--- src/rtl/rx_ring_writer.sv ---
module rx_ring_writer #(
  parameter int BASE_LOG2 = 13
)(
  input  logic                   clk,
  input  logic                   rst_n,
  input  logic [1:0]             size_sel,
  input  logic                   in_valid,
  input  logic [7:0]             in_data,
  input  logic                   in_last,
  input  logic [15:0]            in_stat,
  input  logic                   rdp_we,
  input  logic [15:0]            rdp_wdata,
  output logic [15:0]            rdp,
  input  logic                   ack_we,
  input  logic [15:0]            ack_mask,
  output logic [15:0]            isr,
  output logic                   rx_empty,
  output logic [BASE_LOG2+1:0]   wr_ptr,
  output logic                   mem_we,
  output logic [BASE_LOG2+1:0]   mem_addr,
  output logic [3:0]             mem_be,
  output logic [31:0]            mem_wdata
);
  localparam int AW = BASE_LOG2 + 2;
  localparam int LEN_W = 16;
  localparam int PW = LEN_W + 1;
  localparam logic [15:0] ISR_USED = 16'h0053;

  logic [AW-1:0]    base, hdr_addr, hdr_nxt, com_off;
  logic [LEN_W-1:0] cnt;
  logic             in_frame, drop_ff, drop_sp, hdr_pend, com_pend, com_good;
  logic [31:0]      hdr_word;

  logic [1:0]    sel_eff;
  logic [AW:0]   size_b;
  logic [AW-1:0] mask, rd_off, free_raw, byte_addr, nxt_base;
  logic [PW-1:0] free_b, pos, tot;
  logic [LEN_W-1:0] len_now;
  logic [15:0]   hstat, set_v;
  logic          byte_fits, frame_fits, ff_now, sp_prev, sp_now, take, accept;

  assign sel_eff  = (size_sel == 2'd3) ? 2'd2 : size_sel;
  assign size_b   = (AW+1)'(1) << (BASE_LOG2 + int'(sel_eff));
  assign mask     = size_b[AW-1:0] - AW'(1);
  assign rd_off   = (rdp[AW-1:0] + AW'(16)) & mask;
  assign free_raw = (rd_off - base) & mask;
  assign free_b   = (free_raw == '0) ? PW'(size_b) : PW'(free_raw);

  assign pos        = PW'(cnt) + PW'(4);
  assign len_now    = cnt + LEN_W'(1);
  assign tot        = (PW'(len_now) + PW'(7)) & ~PW'(3);
  assign byte_fits  = pos < free_b;
  assign frame_fits = tot < free_b;
  assign byte_addr  = (base + pos[AW-1:0]) & mask;
  assign nxt_base   = (base + tot[AW-1:0]) & mask;
  assign hstat      = {in_stat[15:13], 7'b0, in_stat[5:1], ~|in_stat[5:1]};

  assign ff_now  = in_frame ? drop_ff : hdr_pend;
  assign sp_prev = in_frame & drop_sp;
  assign sp_now  = sp_prev | (~ff_now & ~byte_fits);
  assign take    = in_valid & ~ff_now & ~sp_prev & byte_fits;
  assign accept  = in_valid & in_last & ~ff_now & ~sp_now & frame_fits;

  assign rx_empty = (rd_off == wr_ptr);

  always_comb begin
    set_v = '0;
    if (com_pend) begin
      if (com_good) set_v[0] = 1'b1;
      else          set_v[1] = 1'b1;
    end
    if (in_valid && in_last) begin
      if (ff_now)       set_v[6] = 1'b1;
      else if (!accept) set_v[4] = 1'b1;
    end
  end

  always_ff @(posedge clk) begin
    if (!rst_n) begin
      base <= '0; wr_ptr <= '0; rdp <= 16'hFFF0; isr <= '0;
      cnt <= '0; in_frame <= 1'b0; drop_ff <= 1'b0; drop_sp <= 1'b0;
      hdr_pend <= 1'b0; hdr_addr <= '0; hdr_word <= '0; hdr_nxt <= '0;
      com_pend <= 1'b0; com_off <= '0; com_good <= 1'b0;
      mem_we <= 1'b0; mem_addr <= '0; mem_be <= '0; mem_wdata <= '0;
    end else begin
      if (rdp_we) rdp <= rdp_wdata;
      isr <= ((isr & ~(ack_we ? ack_mask : 16'h0)) | set_v) & ISR_USED;

      hdr_pend <= accept;
      if (accept) begin
        hdr_addr <= base;
        hdr_word <= {len_now, hstat};
        hdr_nxt  <= nxt_base;
        base     <= nxt_base;
      end

      com_pend <= hdr_pend;
      if (hdr_pend) begin
        com_off  <= hdr_nxt;
        com_good <= hdr_word[0];
      end
      if (com_pend) wr_ptr <= com_off;

      if (in_valid) begin
        if (in_last) begin
          in_frame <= 1'b0; cnt <= '0; drop_ff <= 1'b0; drop_sp <= 1'b0;
        end else begin
          in_frame <= 1'b1;
          cnt      <= (&cnt) ? cnt : cnt + LEN_W'(1);
          drop_ff  <= ff_now;
          drop_sp  <= sp_now;
        end
      end

      mem_we <= hdr_pend | take;
      if (hdr_pend) begin
        mem_addr  <= hdr_addr;
        mem_be    <= 4'hF;
        mem_wdata <= hdr_word;
      end else if (take) begin
        mem_addr  <= byte_addr;
        mem_be    <= 4'b0001 << byte_addr[1:0];
        mem_wdata <= {4{in_data}};
      end
    end
  end
endmodule

--- config.mk ---
export PLATFORM = sky130hd
export DESIGN_NAME = rx_ring_writer
export DESIGN_NICKNAME = d
export VERILOG_FILES = /design/src/rtl/rx_ring_writer.sv
export SDC_FILE = /design/constraint.sdc
export NUM_CORES = 1
export LEC_CHECK = 0
export BUFFER_PORTS_ARGS = -buffer_cell sky130_fd_sc_hd__buf_2
export CAP_MARGIN = 25
export CORE_MARGIN = 2
export CORE_UTILIZATION = 42
export CTS_CLUSTER_SIZE = 16
export DETAILED_ROUTE_END_ITERATION = 8
export GPL_TIMING_DRIVEN = 0
export PLACE_DENSITY_LB_ADDON = 0.25
export SYNTH_ARGS = -nofsm -noshare
export SYNTH_HDL_FRONTEND = slang
export SYNTH_SLANG_ARGS = --single-unit
--- constraint.sdc ---
create_clock -name clk -period 7 [get_ports clk]
set_clock_uncertainty 0.15 [all_clocks]
set_input_delay 0.7 -clock clk [delete_from_list [all_inputs] [get_ports clk]]
set_output_delay 0.7 -clock clk [all_outputs]
set_load 0.01 [all_outputs]
==> results of run 1 <==
[how the worst max path moves through the flow]
stage	startpoint	to	slack (ps)
after floorplan	rdp[4]	hdr_addr[10]	1570
after global placement	hdr_nxt[0]	mem_addr[9]	610
after detailed placement	hdr_nxt[0]	mem_addr[9]	560
after CTS	hdr_nxt[0]	mem_addr[9]	500
after global routing	rdp[4]	mem_addr[9]	80
final	hdr_nxt[0]	mem_addr[9]	310
[worst reg2reg max path, delay by kind of cell, from the launching register on]
kind | cells | cell delay [ps]
buffers and inverters | 3 | 800
adder cells (fa/ha/maj) | 3 | 1050
flip-flops | 1 | 570
XOR/XNOR | 1 | 150
AND/OR/NAND/NOR | 4 | 1140
AO/OA/AOI/OAI | 10 | 2760
[cells by family (layout without fill, tap and decap cells)]
group | count (synthesis) | after routing | share of synthesized area [%]
xor gates and xnor gates | 90 | 90 | 7.48
buffers and inverters | 124 | 285 | 5.24
adders and majority gates | 77 | 77 | 9.24
DFF | 179 | 179 | 33.7
muxes | 132 | 132 | 12.4
other | 2 | 14 | 0.0705
AOI/OAI and AO/OA | 252 | 252 | 14.4
and+or+nand+nor | 386 | 386 | 17.5
[layout make-up]
class	count	area share (%)
multi-input combinational	951	52.9
clock inverter	15	1.68
tap	330	3.33
timing repair buffer	129	5.21
inverter	43	1.30
sequential	179	28.9
clock buffer	17	3.44
buffer	81	3.20
[per-stage QoR]
step / power [uW] / setup WS [ps]
2_1_floorplan: 1410 / 1570
3_3_place_gp: 1550 / 613
3_5_place_dp: 1550 / 560
4_1_cts: 2570 / 496
5_1_grt: 2670 / 77.6
6_report: 2560 / 313
[cell usage in the layout, fill, tap and decap left out, types with 42 or more instances in the layout]
cell type    n
buf_2      139
dfxtp_1    179
nor2_1     160
ha_1        73
mux2i_1    129
a21oi_1     88
xor2_1      42
xnor2_1     47
clkbuf_1    46
o21ai_0     69
nand2_1     80
[state kept, by name (all words and copies together) (netlist names)]
| name | flops |
|---|---|
| com_pend | 1 |
| com_good | 1 |
| drop_sp | 1 |
| isr | 4 |
| hdr_pend | 1 |
| mem_be | 4 |
| mem_addr | 15 |
| drop_ff | 1 |
| hdr_nxt | 15 |
| in_frame | 1 |
| cnt | 16 |
| mem_we | 1 |
| hdr_word | 25 |
| wr_ptr | 15 |
| com_off | 15 |
| mem_wdata | 32 |
| rdp | 16 |
| hdr_addr | 15 |
[power breakdown]
| part | switching [uW] | leakage, uW | internal (uW) |
|---|---|---|---|
| Clock | 500 | 0.000307 | 524 |
| Combinational | 277 | 0.00380 | 182 |
| Sequential | 26.3 | 0.00146 | 1050 |
| Total | 804 | 0.00557 | 1760 |
[layer usage]
layer / global-route usage (%) / part of all wire (%)
met5: 0 / 0
met1: 33.4 / 46
met3: 4.32 / 6.3
met2: 38.7 / 45
met4: 5.99 / 1.9
==> impl_metrics.toml, run 1 <==
[global_route]
grt_pass1_vias = 8710
track_usage_pct = 24.1
grt_max_degree = 21
antenna_found_initial = 0
grt_overflow = 0
grt_pass1_wl_um = 49000

[floorplan]
core_um2 = 25000
num_rows = 58
die_h_um = 163
fp.dieW_um = 163
dieArea_um2 = 26600
start_util_pct = 42.5
io_pins = 164

[setup_path]
r2r_setup_slack_ps = 310
cpPeakStageDelay_ps = 570
crit_path_end_kind = "flop"
cp_cell_sequence = "ha_1 > inv_1 > fa_1 > a21o_1 > a21oi_1 > xnor2_1 > a221o_1 > a211oi_1 > o2111ai_1 > a2111oi_1 > nand4b_1 > ha_1 > nand4_1 > or4_1 > a311oi_1 > o211a_2 > or3_1 > clkbuf_1 > clkbuf_1 > a21oi_1 > a21oi_1"
cp_top_family = "compound AO/OA/AOI/OAI gates"
cp_data_required_time_ps = 7220
path_depth = 21
r2r_end = "mem_addr[9]"
worstSetupStartpointType = "flop"
crit_slowest_cell = "dfxtp_1"
worstPathMaxFanout = 10
worstSetupPathType = "reg -> reg"
arrival_ps = 6910
crit_top_cell = "a21oi_1"
crit_buf_inv = 3
reg2reg_from = "hdr_nxt[0]"
worst_r2r_path_depth = 21

[logic_synthesis]
yosysTopAreaCell = "dfxtp_1"
seq_area_frac_synth_pct = 33.7
synth_area_um2 = 10600
async_flop_share_pct = 0
synthMostInstantiatedCell = "dfxtp_1"
syn_inst = 1242
ys_seq_elements = 179
avgSynthCellArea_um2 = 8.57
synth.distinct_cells = 75
synth_top_area_share_pct = 33.7
synth_edf_count = 0
synth-warning-count = 0
synthTopCellsByCount = "dfxtp_1, nor2_1, mux2i_1"
yosys-top-cells-area = "dfxtp_1, mux2i_1, ha_1, nor2_1, a21oi_1"
ys.flop_type = "dfxtp_1"

[timing]
relSlewSlack_pct = 46.1
fmax_mhz = 150
hold_slack_ps = 315
tns_ps = 0
finalCritPeriodShare_pct = 95.5
fin_crit_ps = 6690
rsz0062_at_grt = "no"
hold_viol = 0
worst_pin_slew_ps = 808
slew_violations = 0
setup_violations = 0

[worst_hold_path]
hp-class = "reg -> reg"
hp-start = "isr[4]"
min_path_cells = 2
min_to = "isr[4]"

[layout]
drive_gt1_share_pct = 15.0
instances_no_fill = 1745
post-route-util_pct = 49.5
final_area_um2 = 12400
seqCellArea_um2 = 3580
num_antenna_cells = 0
synthToLayoutAreaGrowth_pct = 16.3
multi_input_area_um2 = 6550
fillCellCount = 2453
nNetsFinal = 1542

[routing]
vias_per_cell = 5.51
wire_per_inst_um = 18.5
routed_wl_um = 32200
drtAntennaViolNets = 0
drt-initial-drc-count = 797
drc_errors = 0
via_count = 9619
dr.pass1.iters = 7

[clock_network]
postCtsHoldBufs = 0
cts_buffer_depth = 2
cts_resized = 0
root_buffer = "clkbuf_16"
post_cts_buffers = 0
htree_levels = 4
clock_sinks = 179
cts_made_buffers = 17
cts_tree = "done"
clk_pin_slew_ps = 80
clk_latency_ps = 440

[placed_design]
hpwl_um = 25100
place_inst = 1713
postPlaceCellArea_um2 = 11700
gp_congestion = 0.941
io_buffers = 129

[power]
leakage_uw = 0.00557
p_per_area_nw_per_um2 = 207
ir_drop_mv = 0.185

[outcome]
status = "finished clean"

[flow_run]
cap_violations = 0
Power figures use the tool's default switching activity.
==> inputs of run 2 (changes only) <==
--- a/config.mk
+++ b/config.mk
@@ -7,6 +7,7 @@
 export LEC_CHECK = 0
 export BUFFER_PORTS_ARGS = -buffer_cell sky130_fd_sc_hd__buf_2
 export CAP_MARGIN = 25
+export CORE_ASPECT_RATIO = 0.75
 export CORE_MARGIN = 2
 export CORE_UTILIZATION = 42
 export CTS_CLUSTER_SIZE = 16
==> impl_metrics.toml, run 2 (synthesized netlist as in run 1, its figures left out) <==
[clock_network]
postCtsHoldBufs = 0
cts_buffer_depth = 2
post_cts_buffers = 0
root_buffer = "clkbuf_16"
clk_pin_slew_ps = 80
cts_made_buffers = 17
clock_sinks = 179
cts_resized = 0
htree_levels = 4
clk_latency_ps = 440
cts_tree = "done"

[routing]
via_count = 9536
drtAntennaViolNets = 0
dr.pass1.iters = 6
vias_per_cell = 5.44
routed_wl_um = 32600
wire_per_inst_um = 18.6
drt-initial-drc-count = 951
drc_errors = 0

[setup_path]
r2r_setup_slack_ps = 510
worstPathMaxFanout = 10
crit_slowest_cell = "dfxtp_1"
r2r_end = "hdr_addr[7]"
crit_start = "hdr_nxt[0]"
cp_data_required_time_ps = 7160
worstSetupPathType = "reg -> reg"
worst_r2r_path_depth = 22
cp_cell_sequence = "ha_1 > inv_1 > fa_1 > a21o_1 > a21oi_1 > xnor2_1 > a221o_1 > a211oi_1 > o2111ai_1 > a2111oi_2 > nand4b_1 > ha_1 > nand4_1 > or4_1 > a311oi_1 > o211a_2 > nor3_1 > o211ai_2 > buf_6 > buf_6 > mux2i_1 > nor2_1"
reg2reg_from = "hdr_nxt[0]"
crit_path_end_kind = "flop"
cpPeakStageDelay_ps = 600
worstSetupStartpointType = "flop"
crit_end = "hdr_addr[7]"
arrival_ps = 6640

[floorplan]
core_um2 = 24900
io_pins = 164
fp.dieW_um = 188
die_h_um = 142
start_util_pct = 42.8
dieArea_um2 = 26600
num_rows = 50

[global_route]
use_met3_pct = 4.70
grt_overflow = 0
use_met2_pct = 35.4
grt_pass1_vias = 8682
grt_pass1_wl_um = 50400
grt_max_degree = 19
grt.busiest_layer = "met1"
grtUsageMet1_pct = 37.1
antenna_found_initial = 0
track_usage_pct = 24.5

[placed_design]
pre_cts_slack_ps = 445
io_buffers = 129
hpwl_um = 25500
gp_congestion = 0.925

[layout]
synthToLayoutAreaGrowth_pct = 15.9
reg_top3 = "mem_wdata (32), hdr_word (25)"
post-route-util_pct = 49.6
mostFrequentLayoutCells = "dfxtp_1, nor2_1, buf_2"
regMostFlops = "mem_wdata"
largest_reg_flops = 32
fillCellCount = 2458
final_common_cell = "dfxtp_1"
drive_gt1_share_pct = 15.1
num_antenna_cells = 0
nNetsFinal = 1542

[worst_hold_path]
hp-class = "in -> reg"

[timing]
setup_ws_ps = 512
slew_violations = 0
relSlewSlack_pct = 44.3
finalCritPeriodShare_pct = 92.7
worst_pin_slew_ps = 835
hold_viol = 0
setup_violations = 0
fin_crit_ps = 6490
rsz0062_at_grt = "no"
fmax_mhz = 154
hold_slack_ps = 319
tns_ps = 0

[power]
p_total_uw = 2490
leakage_uw = 0.00553
ir_drop_mv = 0.156
p_per_area_nw_per_um2 = 202

[flow_run]
cap_violations = 0

[outcome]
status = "finished clean"
-- run 2: cell count changes in the layout (fill, tap and decap cells not counted) --
cell        previous run  this run
a2111oi_1              1         0
a2111oi_2              0         1
a41oi_1                2         1
a41oi_2                0         1
bufinv_16              1         0
clkinv_2               0         1
clkinv_4               2         3
clkinv_8               5         2
clkinvlp_4             0         2
inv_12                 1         0
-- run 2: through the flow --
step,area (um2),std cells
after floorplan,10700,1254
after global placement,11800,1721
after detailed placement,11800,1721
after CTS,12300,1752
after global routing,12300,1752
final,12300,1752
-- run 2: final cells by class --
type | count | area (um2) | share of cell area, %
clock inverter | 14 | 141 | 1.15
timing repair buffer | 129 | 646 | 5.23
clock buffer | 17 | 425 | 3.45
buffer | 81 | 397 | 3.21
inverter | 43 | 161 | 1.31
sequential | 179 | 3580 | 29.0
multi-input combinational | 951 | 6560 | 53.2
tap | 338 | 423 | 3.43
-- run 2: critical path: cells and delay by family, from the launching register on --
| family | cells | cell delay, ps |
|---|---|---|
| flops | 1 | 600 |
| fa+ha+maj | 3 | 1050 |
| mux | 1 | 210 |
| simple gates | 5 | 1130 |
| compound gates | 9 | 2510 |
| buf+inv | 3 | 560 |
| xor+xnor | 1 | 140 |
-- run 2: worst min path at each step --
| stage | slack (ps) | cells past startpoint | end | start |
|---|---|---|---|---|
| after detailed placement | 310 | 2 | isr[4] | isr[4] |
| final | 320 | 3 | rdp[6] | rdp_wdata[6] |
| after CTS | 310 | 3 | rdp[6] | rdp_wdata[6] |
| after floorplan | 290 | 2 | mem_addr[1] | hdr_addr[1] |
| after global placement | 300 | 2 | isr[4] | isr[4] |
| after global routing | 320 | 3 | rdp[11] | rdp_wdata[11] |
-- run 2: power by group --
part	total (uW)	internal [uW]	switching [uW]
clock network	940	471	469
registers	1080	1050	28.3
logic	464	182	282
total	2490	1710	779
-- run 2: routing by layer --
metal  up-vias  part of all wire [%]
met5         -                     0
li1       4675                     -
met1      4501                    50
met3        32                   7.5
met2       328                    41
met4         0                   1.6
